## src/rtl/softsw_pkg.sv

```systemverilog
package softsw_pkg;

  localparam int ADDR_W = 16;
  localparam int DATA_W = 8;
  localparam int KEY_W  = 7;

  // high byte of the address selects the I/O page
  function automatic logic page_match(input logic [ADDR_W-1:0] addr,
                                      input logic [7:0]        page);
    return addr[ADDR_W-1:8] == page;
  endfunction

  // keyboard word: availability flag above the code
  function automatic logic [DATA_W-1:0] kbd_word(input logic             avail,
                                                 input logic [KEY_W-1:0] code);
    return {avail, code};
  endfunction

  // one-hot mask for switch index
  function automatic logic [7:0] onehot8(input logic [2:0] idx);
    return 8'b1 << idx;
  endfunction

endpackage

```

## src/rtl/softsw_decode.sv

```systemverilog
module softsw_decode
  import softsw_pkg::*;
#(
  parameter logic [7:0] PAGE_HI = 8'hC0,
  parameter logic [7:0] SW_BASE = 8'h50,
  parameter logic [7:0] KBD_LO  = 8'h00,
  parameter logic [7:0] STB_LO  = 8'h10,
  parameter int         SEL_W   = 3,
  parameter int         SLOTS   = 8
) (
  input  logic              valid,
  input  logic [ADDR_W-1:0] addr,
  output logic              page_hit,
  output logic              sw_hit,
  output logic [SEL_W-1:0]  sw_idx,
  output logic              sw_val,
  output logic              kbd_hit,
  output logic              stb_hit,
  output logic [SLOTS-1:0]  slot_sel
);
  localparam int GRP_LSB = SEL_W + 1;
  localparam int SLOT_W  = $clog2(SLOTS);

  logic mb_half;

  assign page_hit = valid && page_match(addr, PAGE_HI);
  assign mb_half  = page_hit && !addr[7];
  assign sw_hit   = mb_half && (addr[7:GRP_LSB] == SW_BASE[7:GRP_LSB]);
  assign sw_idx   = addr[SEL_W:1];
  assign sw_val   = addr[0];
  assign kbd_hit  = mb_half && (addr[7:0] == KBD_LO);
  assign stb_hit  = mb_half && (addr[7:0] == STB_LO);

  for (genvar s = 0; s < SLOTS; s++) begin : g_slot
    assign slot_sel[s] = page_hit && addr[7] && (addr[4+SLOT_W-1:4] == SLOT_W'(s));
  end

endmodule

```

## src/rtl/softsw_latches.sv

```systemverilog
module softsw_latches #(
  parameter int SEL_W  = 3,
  parameter int NUM_SW = 1 << SEL_W
) (
  input  logic              clk,
  input  logic              rst,
  input  logic              sw_hit,
  input  logic [SEL_W-1:0]  sw_idx,
  input  logic              sw_val,
  output logic [NUM_SW-1:0] sw_q
);

  for (genvar k = 0; k < NUM_SW; k++) begin : g_sw
    always_ff @(posedge clk) begin
      if (rst)
        sw_q[k] <= 1'b0;
      else if (sw_hit && (sw_idx == SEL_W'(k)))
        sw_q[k] <= sw_val;
    end
  end

endmodule

```

## src/rtl/softsw_kbd.sv

```systemverilog
module softsw_kbd
  import softsw_pkg::*;
(
  input  logic             clk,
  input  logic             rst,
  input  logic             key_valid,
  input  logic [KEY_W-1:0] key_code,
  input  logic             stb_hit,
  output logic [KEY_W-1:0] code_q,
  output logic             avail_q
);

  always_ff @(posedge clk) begin
    if (rst) begin
      code_q  <= '0;
      avail_q <= 1'b0;
    end else if (key_valid) begin
      code_q  <= key_code;
      avail_q <= 1'b1;
    end else if (stb_hit) begin
      avail_q <= 1'b0;
    end
  end

endmodule

```

## src/rtl/softsw_bank.sv

```systemverilog
module softsw_bank
  import softsw_pkg::*;
#(
  parameter logic [7:0] PAGE_HI = 8'hC0,
  parameter logic [7:0] SW_BASE = 8'h50,
  parameter logic [7:0] KBD_LO  = 8'h00,
  parameter logic [7:0] STB_LO  = 8'h10,
  parameter int         SEL_W   = 3,
  parameter int         SLOTS   = 8
) (
  input  logic              clk,
  input  logic              rst,
  input  logic              bus_valid,
  input  logic              bus_rw,
  input  logic [ADDR_W-1:0] bus_addr,
  output logic [DATA_W-1:0] bus_rdata,
  output logic              bus_rdata_oe,
  input  logic              key_valid,
  input  logic [KEY_W-1:0]  key_code,
  output logic [(1<<SEL_W)-1:0] sw_state,
  output logic [SLOTS-1:0]  slot_sel
);
  localparam int NUM_SW = 1 << SEL_W;

  // named internal events, observed by the checker
  logic             page_hit;
  logic             sw_hit;
  logic [SEL_W-1:0] sw_idx;
  logic             sw_val;
  logic             kbd_hit;
  logic             stb_hit;
  logic             key_avail;
  logic [KEY_W-1:0] key_latched;

  softsw_decode #(
    .PAGE_HI(PAGE_HI), .SW_BASE(SW_BASE), .KBD_LO(KBD_LO),
    .STB_LO(STB_LO), .SEL_W(SEL_W), .SLOTS(SLOTS)
  ) u_dec (
    .valid   (bus_valid),
    .addr    (bus_addr),
    .page_hit(page_hit),
    .sw_hit  (sw_hit),
    .sw_idx  (sw_idx),
    .sw_val  (sw_val),
    .kbd_hit (kbd_hit),
    .stb_hit (stb_hit),
    .slot_sel(slot_sel)
  );

  softsw_latches #(.SEL_W(SEL_W), .NUM_SW(NUM_SW)) u_sw (
    .clk   (clk),
    .rst   (rst),
    .sw_hit(sw_hit),
    .sw_idx(sw_idx),
    .sw_val(sw_val),
    .sw_q  (sw_state)
  );

  softsw_kbd u_kbd (
    .clk      (clk),
    .rst      (rst),
    .key_valid(key_valid),
    .key_code (key_code),
    .stb_hit  (stb_hit),
    .code_q   (key_latched),
    .avail_q  (key_avail)
  );

  always_comb begin
    bus_rdata_oe = bus_rw && (sw_hit || kbd_hit || stb_hit);
    bus_rdata    = '0;
    if (bus_rdata_oe) begin
      if (sw_hit)
        bus_rdata = DATA_W'(sw_state);
      else
        bus_rdata = kbd_word(key_avail, key_latched);
    end
  end

endmodule

```

## config.mk

```make
export PLATFORM = sky130hd
export DESIGN_NAME = softsw_bank
export DESIGN_NICKNAME = d
export VERILOG_FILES = /design/src/rtl/softsw_pkg.sv /design/src/rtl/softsw_decode.sv /design/src/rtl/softsw_latches.sv /design/src/rtl/softsw_kbd.sv /design/src/rtl/softsw_bank.sv
export SDC_FILE = /design/constraint.sdc
export NUM_CORES = 1
export LEC_CHECK = 0
export BUFFER_PORTS_ARGS = -buffer_cell sky130_fd_sc_hd__buf_2
export CORE_MARGIN = 1
export CORE_UTILIZATION = 47
export DETAILED_ROUTE_END_ITERATION = 12
export GPL_TIMING_DRIVEN = 0
export PLACE_DENSITY = 0.92
export SYNTH_ARGS = -nofsm -noshare
export SYNTH_HDL_FRONTEND = slang
export SYNTH_SLANG_ARGS = --single-unit
```

## constraint.sdc

```tcl
create_clock -name clk -period 3.3 [get_ports clk]
set_input_delay 0.495 -clock clk [delete_from_list [all_inputs] [get_ports clk]]
set_output_delay 0.495 -clock clk [all_outputs]
set_load 0.005 [all_outputs]
```

==> flow_summary.json <==
{
  "grt_pass1_wl_um": 3650,
  "antenna_found_initial": 0,
  "max_cap_violations": 0,
  "fin_worst_skew_ns": 0,
  "syn_nets": 146,
  "drtAntennaViolNets": 0,
  "num_vias": 1032,
  "fin_cells": 197,
  "crit_required_ns": 2.80,
  "setup-tns-final_ns": 0,
  "syn-cell-area_um2": 1000,
  "worst_pin_slew_ns": 0.627,
  "clockBufferDepth": 2,
  "row_count": 16,
  "place.gp.congestion": 0.744,
  "leakage_nw": 0.623,
  "comb_power_share_pct": 15.5,
  "fmax_mhz": 415,
  "endpoint_kind": "primary output",
  "crit_type": "input port to primary output",
  "hold_class": "input port to register",
  "start_util_pct": 50.6,
  "fp.dieArea_um2": 2320,
  "synthToLayoutAreaGrowth_pct": 30.0,
  "cts_htree_levels": 1,
  "internal_power_mw": 0.267,
  "hold_viol": 0,
  "min_period_ns": 2.41,
  "p_switching_mw": 0.0948,
  "ys_ff_latch": 16,
  "drt_iter0_drc": 11,
  "cp-start-kind": "input port",
  "ir_drop_v": 0.000224,
  "syn_avg_cell_area_um2": 8.50,
  "rsz0062_at_grt": "no",
  "pwr-share-clk_pct": 28.8,
  "dpl.hpwl_um": 1960,
  "sw_frac_of_total_pct": 26.2,
  "layout-drive-gt1-share_pct": 38.8,
  "first_global_vias": 916,
  "die_x_um": 48.2,
  "cts-hold-fix-buffers": 0,
  "setup_viol": 0,
  "ios": 53,
  "cts_resized": 0,
  "synthCells": 118,
  "fin_ws_ns": 0.888,
  "synthDistinctLibCells": 32,
  "status": "finished, final reports clean",
  "clk_pin_slew_ns": 0.10,
  "arrival_ns": 1.92,
  "synth-adder-area-share_pct": 0,
  "coreArea_um2": 1980,
  "drt_pass1_iterations": 4,
  "synth_top_family_by_area": "simple AND/OR/NAND/NOR gates",
  "numCtsBuffers": 3,
  "drc": 0,
  "grt-ovfl-total": 0,
  "slew_viol_final": 0,
  "fin_crit_sh_pct": 73.1,
  "vias_per_cell": 5.24,
  "gr-usage-all-layers_pct": 22.9,
  "die_y_um": 48.2,
  "power_density_nw_per_um2": 278,
  "seqPwrFrac_pct": 55.8,
  "cts_tree": "built",
  "synth_seq_area_share_pct": 31.9,
  "clock_sinks": 16,
  "synthMuxAreaShare_pct": 13.0,
  "crit_fanout": 9,
  "final_nets": 200,
  "synth_compound_area_share_pct": 10.5,
  "post_cts_buffers": 0,
  "worstSkewPairLatency_ns": 0.28,
  "dp_cells": 194,
  "drt-total-wl_um": 2570,
  "grt_max_degree": 11,
  "synthXorXnorAreaFrac_pct": 0,
  "io_buffers": 49,
  "max_slew_margin_pct": 58.2,
  "ys_warn_count": 0,
  "diodes": 0,
  "pre_cts_slack_ns": 0.919,
  "clockRootBuffer": "clkbuf_4",
  "synth-simple-area-share_pct": 38.5,
  "routedWlPerCell_um": 13.1
}
==> metrics by stage <==
stage | utilization, % | total power, mW | area [um^2] | hold slack, ns
floorplan | - | 0.236 | 1000 | 0.460
global placement | 64.7 | 0.258 | 1280 | 0.466
detailed placement | 64.7 | 0.262 | 1280 | 0.485
CTS | 65.8 | 0.364 | 1310 | 0.442
global route | 65.8 | 0.375 | 1310 | 0.470
finish | 65.8 | 0.362 | 1310 | 0.444
==> synthesized netlist by cell type <==
library cell   n  area (um^2)
nand4_2        1         12.5
and4b_2        1         11.3
buf_6          1         11.3
nor3_4         1         16.3
nor4_1         1         6.26
a41oi_1        1         8.76
and3_1         1         6.26
and2_2         1         7.51
nand4_1        3         18.8
nor4b_2        2         30.0
a21oi_1       10         50.1
dfxtp_1       16          320
nor3_1         2         10.0
mux2i_1       13          130
o21bai_1       1         7.51
and4_1         1         8.76
and3b_2        1         10.0
or4_4          1         11.3
nand3_1        1         5.00
nor4_2         1         12.5
o21ai_0        1         5.00
clkbuf_1       3         11.3
o2111ai_4      1         26.3
inv_1          1         3.75
nand4b_1       3         26.3
nand2b_1       9         56.3
nor2b_1        1         6.26
nor2_1        16         60.1
clkbuf_8       2         27.5
o31ai_1        1         7.51
nand2_1       19         71.3
buf_4          1         7.51
==> registers in the layout, summed over array words and instances, names as in the netlist <==
name           cells
u_kbd.avail_q      1
u_kbd.code_q       7
u_sw.sw_q          8
==> power by group through the flow <==
stage | clock network (mW) | registers (mW) | logic [mW]
after floorplan | 0 | 0.205 | 0.0307
after global placement | 0 | 0.206 | 0.0526
after detailed placement | 0 | 0.206 | 0.0556
after CTS | 0.107 | 0.202 | 0.0559
after global routing | 0.111 | 0.203 | 0.0614
final | 0.104 | 0.202 | 0.0560
==> layout by cell type (no fill, tap or decap), drive strengths merged, types with 2 or more instances in the layout <==
master  instances
a21oi          10
buf            51
clkbuf          8
dfxtp          16
mux2i          13
nand2          19
nand2b          9
nand4           4
nand4b          3
nor2           16
nor3            3
nor4            2
nor4b           2
==> final timing paths <==
| kind | start | end | slack, ns | cells after the start |
|---|---|---|---|---|
| setup / recovery | bus_addr[6] | bus_rdata[6] | 0.89 | 6 |
| hold / removal | key_code[4] | u_kbd.code_q[4]$_SDFFE_PP0P_ | 0.44 | 3 |
| setup reg to reg | u_kbd.avail_q$_SDFFE_PP0P_ | u_kbd.avail_q$_SDFFE_PP0P_ | 2.63 | 2 |
| hold reg to reg | u_sw.sw_q[6]$_SDFFE_PP0P_ | u_sw.sw_q[6]$_SDFFE_PP0P_ | 0.50 | 2 |
==> kinds of logic after synthesis <==
| family | count (synthesis) |
|---|---|
| buf+inv | 8 |
| compound gates | 15 |
| flops | 16 |
| mux | 13 |
| simple gates | 66 |
==> layer usage <==
metal | routed length, um | share of wire [%] | track usage (%) | vias to the layer above
li1 | - | - | - | 521
met5 | 0 | 0 | 0 | -
met1 | 1130 | 44 | 24.0 | 467
met3 | 180 | 7.0 | 2.96 | 4
met4 | 27 | 1.1 | 12.8 | 0
met2 | 1230 | 48 | 43.2 | 40
==> layout make-up <==
| cell class | instances | area, um^2 |
|---|---|---|
| flip-flops and latches | 16 | 320 |
| inverters | 1 | 3.75 |
| multi-input cells | 94 | 622 |
| clock buffers | 3 | 22.5 |
| fillers | 186 | 677 |
| plain buffers | 7 | 57.6 |
| well taps | 27 | 33.8 |
| repair buffers | 49 | 245 |
==> critical path: stages <==
cell       delay (ns)
buf_2            0.12
or4_4            0.54
nor3_4           0.19
o2111ai_4        0.24
a21oi_1          0.19
buf_2            0.14
Power figures use the tool's default switching activity.
